==> src/rtl/fp32_mul.sv <==
module fp32_mul (
  input  logic        clk,
  input  logic        rst_n,
  input  logic        in_valid,
  input  logic [31:0] a,
  input  logic [31:0] b,
  input  logic [1:0]  rmode,
  output logic        out_valid,
  output logic [31:0] product,
  output logic        ovf,
  output logic        unf,
  output logic        inv
);
  localparam logic [1:0] CL_NORM = 2'd0, CL_ZERO = 2'd1, CL_INF = 2'd2, CL_BAD = 2'd3;
  localparam logic [31:0] QNAN = 32'h7FC00000;

  logic [7:0] ea, eb;
  logic       a_zero, b_zero, a_inf, b_inf, a_nan, b_nan;
  logic [1:0] cls_in;

  assign ea     = a[30:23];
  assign eb     = b[30:23];
  assign a_zero = (ea == 8'd0);
  assign b_zero = (eb == 8'd0);
  assign a_inf  = (&ea) && (a[22:0] == 23'd0);
  assign b_inf  = (&eb) && (b[22:0] == 23'd0);
  assign a_nan  = (&ea) && (a[22:0] != 23'd0);
  assign b_nan  = (&eb) && (b[22:0] != 23'd0);

  always_comb begin
    if (a_nan || b_nan || (a_inf && b_zero) || (a_zero && b_inf)) cls_in = CL_BAD;
    else if (a_inf || b_inf)                                       cls_in = CL_INF;
    else if (a_zero || b_zero)                                     cls_in = CL_ZERO;
    else                                                           cls_in = CL_NORM;
  end

  logic              s1_v, s1_sign;
  logic [47:0]       s1_prod;
  logic signed [9:0] s1_exp;
  logic [1:0]        s1_cls, s1_rm;

  always_ff @(posedge clk) begin
    if (!rst_n) begin
      s1_v <= 1'b0;
    end else begin
      s1_v    <= in_valid;
      s1_sign <= a[31] ^ b[31];
      s1_prod <= {24'd0, 1'b1, a[22:0]} * {24'd0, 1'b1, b[22:0]};
      s1_exp  <= $signed({2'b00, ea}) + $signed({2'b00, eb}) - 10'sd127;
      s1_cls  <= cls_in;
      s1_rm   <= rmode;
    end
  end

  logic              hi, g_bit, r_bit, st_bit, inexact, inc;
  logic [22:0]       kept, frac_r;
  logic [24:0]       rsum;
  logic signed [9:0] e_n, e_r;

  assign hi      = s1_prod[47];
  assign kept    = hi ? s1_prod[46:24] : s1_prod[45:23];
  assign g_bit   = hi ? s1_prod[23] : s1_prod[22];
  assign r_bit   = hi ? s1_prod[22] : s1_prod[21];
  assign st_bit  = hi ? (|s1_prod[21:0]) : (|s1_prod[20:0]);
  assign inexact = g_bit | r_bit | st_bit;
  assign e_n     = s1_exp + (hi ? 10'sd1 : 10'sd0);

  always_comb begin
    case (s1_rm)
      2'b00:   inc = g_bit & (r_bit | st_bit | kept[0]);
      2'b01:   inc = 1'b0;
      2'b10:   inc = ~s1_sign & inexact;
      default: inc = s1_sign & inexact;
    endcase
  end

  assign rsum   = {2'b01, kept} + {24'd0, inc};
  assign e_r    = e_n + (rsum[24] ? 10'sd1 : 10'sd0);
  assign frac_r = rsum[24] ? rsum[23:1] : rsum[22:0];

  always_ff @(posedge clk) begin
    if (!rst_n) begin
      out_valid <= 1'b0;
      product   <= 32'd0;
      {ovf, unf, inv} <= 3'b000;
    end else begin
      out_valid <= s1_v;
      {ovf, unf, inv} <= 3'b000;
      case (s1_cls)
        CL_BAD:  begin product <= QNAN; inv <= s1_v; end
        CL_INF:  product <= {s1_sign, 8'hFF, 23'd0};
        CL_ZERO: product <= {s1_sign, 31'd0};
        default: begin
          if (e_r >= 10'sd255) begin
            product <= {s1_sign, 8'hFF, 23'd0};
            ovf     <= s1_v;
          end else if (e_r <= 10'sd0) begin
            product <= {s1_sign, 31'd0};
            unf     <= s1_v;
          end else begin
            product <= {s1_sign, e_r[7:0], frac_r};
          end
        end
      endcase
    end
  end
endmodule

==> config.mk <==
export PLATFORM = sky130hd
export DESIGN_NAME = fp32_mul
export DESIGN_NICKNAME = d
export VERILOG_FILES = /design/src/rtl/fp32_mul.sv
export SDC_FILE = /design/constraint.sdc
export NUM_CORES = 2
export LEC_CHECK = 0
export BUFFER_PORTS_ARGS = -buffer_cell sky130_fd_sc_hd__buf_2
export CAP_MARGIN = 40
export CORE_MARGIN = 4
export CORE_UTILIZATION = 59
export CTS_CLUSTER_SIZE = 16
export DETAILED_ROUTE_END_ITERATION = 8
export PLACE_DENSITY = 0.8
export SYNTH_ARGS = -nofsm -noshare
export SYNTH_HDL_FRONTEND = slang
export SYNTH_SLANG_ARGS = --single-unit
==> constraint.sdc <==
create_clock -name clk -period 8.4 [get_ports clk]
set_clock_uncertainty 0.1 [all_clocks]
set_input_delay 2.1 -clock clk [delete_from_list [all_inputs] [get_ports clk]]
set_output_delay 2.1 -clock clk [all_outputs]
set_load 0.005 [all_outputs]
## After elaboration in Yosys (flattened, before gate mapping)

Cells that the tools add are included.

- Register bits after elaboration: 100
- Bits of input ports: 69
- Logic and storage cells: 76
- Output and inout bits: 36

- Bitwise gates (word level): 12
- Order comparisons: 2
- $mul: 1
- Multiplexer cells: 13
- Reduce and logical (&&, ||, !) cells: 26
- Eq/ne operators: 5
- $add $sub $neg: 5

Operators by type and width:

| kind | count |
|---|---|
| $pmux 32 s3 | 1 |
| $mux 31 | 2 |
| $mul 24x24->48 | 1 |
| $logic_not 23->1 | 2 |
| $mux 23 | 2 |
| $reduce_bool 23->1 | 2 |
| $add 24x1->25 | 1 |
| $reduce_or 22->1 | 1 |
| $reduce_or 21->1 | 1 |
| $add 10x2->10 | 2 |
| $logic_not 8->1 | 2 |
| $reduce_and 8->1 | 2 |
| $ge 10x9->1 const B | 1 |
| $le 10x1->1 const B | 1 |
| $sub 9x7->10 const B | 1 |
| $add 8x8->9 | 1 |
| $mux 1 | 7 |
| $eq 2x2->1 const B | 3 |
| $logic_and 1x1->1 | 6 |
| $reduce_or 6->1 | 1 |
| $logic_or 1x1->1 | 5 |
| $reduce_or 5->1 | 1 |
| $eq 2x1->1 const B | 2 |
| $not 1->1 | 4 |
| other kinds (7) | 12 |

## Longest topological paths before layout

- Depth in word-level cells: 13
- Gate-level depth with buffers: 30
- Mapped depth without buffers: 25

## Least setup slack after synthesis

Ideal clock, no wire load.

- Path type: input to register
- From: in b[12]
- To: reg s1_prod[44] (data pin)
- Data arrival time: 8.132 ns
- Library setup time: 0.261 ns
- Setup slack: -0.093 ns
- Stages: 26
- Buffers on the path: 3
- Cells stage by stage: clkbuf_1 -> clkbuf_1 -> nand2_1 -> fa_1 -> inv_1 -> fa_1 -> inv_1 -> fa_1 -> inv_1 -> fa_1 -> fa_1 -> fa_1 -> inv_1 -> fa_1 -> inv_1 -> ha_1 -> clkdlybuf4s15_2 -> nand4_1 -> or2_2 -> o22ai_1 -> a211o_1 -> o21ai_1 -> nand3b_1 -> a21oi_2 -> nor3_1 -> a311o_1

- Longest elaborated chain between the ends: 1

RTL lines:

| element | RTL line | source |
|---|---|---|
| from (decl) | 6 | `input logic [31:0] b,` |
| $mul 24x24->48 | 48 | `s1_prod <= {24'd0, 1'b1, a[22:0]} * {24'd0, 1'b1, b[22:0]};` |
| to (signal assigned) | 48 |  |
| to (decl) | 38 | `logic [47:0] s1_prod;` |

Every way passes these cells.
A chain may end at the register's enable or synchronous reset.

## Worst setup path in the final report

- From: in a[12]
- To: reg s1_prod[47] (data pin)

- Longest elaborated chain between the ends: 1

RTL lines:

| element | RTL line | source |
|---|---|---|
| from (decl) | 5 | `input logic [31:0] a,` |
| $mul 24x24->48 | 48 |  |

Every way passes these cells.

==> impl_metrics.json <==
{
  "outcome": "completed",
  "yosysSeqAreaShare": 0.111,
  "dr.pass1.iters": 5,
  "grt_pass1_wl_um": 102000,
  "critPathCaptureType": "flip-flop",
  "fin_nets": 3524,
  "synth_cells": 2559,
  "synthTopCellsByArea": "fa_1 41%, ha_1 10%, inv_1 9.4%, edfxtp_1 8.0%, and2_1 6.8%",
  "dp_hpwl_um": 53200,
  "clockRootBuffer": "clkbuf_16",
  "ys_warn_count": 0,
  "fmax_mhz": 119,
  "slew_viol_final": 0,
  "clockBufferDepth": 2,
  "die_w_um": 209,
  "ys.flop_type": "edfxtp_1",
  "critPathLaunchType": "input pin",
  "synth_edf_count": 63,
  "crit_path_max_fanout": 11,
  "setup_viol": 0,
  "area_delta_synth_final_pct": 13.9,
  "totalWireLength_um": 63500,
  "vias_per_cell": 5.56,
  "ant_nets": 0,
  "cts.reportedPaths.clkPinSlew_ns": 0.08,
  "required_ns": 8.40,
  "syn_area_sq_um": 23700,
  "die_y_um": 209,
  "gr-total-overflow": 0,
  "clk_latency_ns": 0.35,
  "wl_per_cell_um": 19.2,
  "drt_iter0_markers": 1372,
  "antenna_found_initial": 1,
  "numPortBuffers": 104,
  "slew_headroom": 0.439,
  "initial_core_util": 0.597,
  "cap_violations": 0,
  "cts_max_level": 3,
  "fin_crit_sh": 0.997,
  "synth_top_cell_area_share": 0.408,
  "synth_seq_cells": 100,
  "num_vias": 18392,
  "cp.arrival_ns": 8.38,
  "critPathKind": "in -> reg",
  "synth.distinct_cells": 90,
  "worst_pin_slew_ns": 0.842,
  "grt_start_max_net_pins": 71,
  "place.gp.congestion": 0.976,
  "finalHoldViolCount": 0,
  "synthArstFlopShare": 0,
  "syn_nets": 3307,
  "worst_hold_slack_ns": 0.406,
  "hold_class": "reg -> reg",
  "cts_tree": "built",
  "die-area_sq_um": 43500,
  "row_count": 73,
  "design.core.area_sq_um": 39700,
  "grt_usage": 0.290,
  "syn_avg_cell_area_sq_um": 9.27,
  "drive_gt1_frac": 0.156,
  "hold_buffers": 0,
  "grt_pass1_vias": 19835,
  "drc": 0,
  "period_needed_ns": 8.37,
  "cts_sinks": 100,
  "synth_top_cell_by_area": "fa_1",
  "io_pins": 105,
  "cts_buffers": 9,
  "rsz0062_at_grt": "yes"
}
==> stage by stage <==
stage / setup TNS, ns / area, sq um / cells / util / setup slack (ns)
finish: 0 / 27000 / 3307 / 0.680 / 0.0250
global route: -0.144 / 27000 / 3306 / 0.680 / -0.0671
floorplan: 0 / 23700 / 2559 / - / 0.00309
CTS: -0.00745 / 26400 / 3292 / 0.665 / -0.00745
global placement: -5.85 / 26000 / 3276 / 0.653 / -0.511
detailed placement: -7.37 / 26000 / 3276 / 0.653 / -0.585
==> synth_stat cells (12+ instances only) <==
master,count
ha_1,195
dfxtp_1,37
nor2b_1,15
o21ai_0,29
and3_1,13
a21o_1,30
nand3_1,25
mux2i_1,12
nor4_1,20
xor2_1,29
inv_1,597
a21oi_1,67
edfxtp_1,63
nor2_1,64
fa_1,484
nand4_1,14
xnor2_1,58
nand2_1,307
o21a_1,12
and2_1,256
clkbuf_1,97
==> cell usage in the layout, fill, tap and decap left out, drive strengths merged, types with 29 or more instances in the layout <==
master,instances
inv,601
fa,484
buf,317
nand2,308
and2,258
ha,195
a21oi,69
nor2,66
edfxtp,63
xnor2,58
dfxtp,37
o21ai,37
a21o,33
xor2,29
==> final timing paths <==
kind	startpoint	to	slack, ns	cells after the start
worst min register to register	s1_v	unf	0.41	1
worst max-delay path	a[12]	s1_prod[47]	0.03	24
worst max register to register	s1_prod[47]	product[9]	1.83	24
worst min-delay path	s1_v	unf	0.41	1
==> flip-flops by register name (all words and copies together) (netlist names), 2 cells and up <==
| name | cells |
|---|---|
| product | 32 |
| s1_cls | 2 |
| s1_exp | 10 |
| s1_prod | 48 |
| s1_rm | 2 |
==> routing by layer <==
layer | track usage | wire (um) | up-vias
li1 | - | - | 8119
met1 | 0.394 | 25000 | 9163
met2 | 0.470 | 29600 | 951
met3 | 0.0635 | 6430 | 159
met4 | 0.0947 | 2500 | 0
met5 | 0 | 0 | -
==> repair_timing <==
| action | in CTS | in global routing |
|---|---|---|
| gates cloned | 0 | 2 |
| pin swaps | 6 | 54 |
| buffers inserted | 0 | 12 |
| setup endpoints to repair | 10 | 13 |
| resized for setup | 40 | 137 |
==> critical path, cell delays in order <==
cell,delay (ns)
buf_12,0.13
buf_8,0.13
and2_4,0.15
fa_1,0.56
inv_2,0.04
fa_1,0.51
inv_2,0.05
fa_1,0.49
fa_1,0.59
fa_1,0.45
fa_1,0.54
inv_2,0.04
fa_1,0.51
inv_2,0.05
ha_4,0.26
o21a_1,0.13
nor2_2,0.04
or2_4,0.24
o221a_4,0.29
a21o_4,0.24
a2111oi_4,0.41
o2111ai_2,0.16
a21oi_2,0.17
xnor2_1,0.08
==> final cells by class <==
cell class,count,area (sq um)
timing repair buffer,322,2620
sequential,100,2630
fill,2994,12700
clock inverter,7,78.8
antenna,1,2.50
clock buffer,9,225
tap,525,657
inverter,600,2260
multi-input combinational,1743,18500
==> logic make-up after synthesis <==
| family | Yosys count | share of synthesized area |
|---|---|---|
| xor gates and xnor gates | 87 | 0.0321 |
| muxes | 14 | 0.00601 |
| and+or+nand+nor | 755 | 0.162 |
| DFF | 100 | 0.111 |
| adders and majority gates | 679 | 0.511 |
| buffers and inverters | 716 | 0.118 |
| AOI/OAI and AO/OA | 208 | 0.0601 |
Power is not shown: default switching activity piles up to over one toggle a cycle in this logic, so the estimate is an artifact.
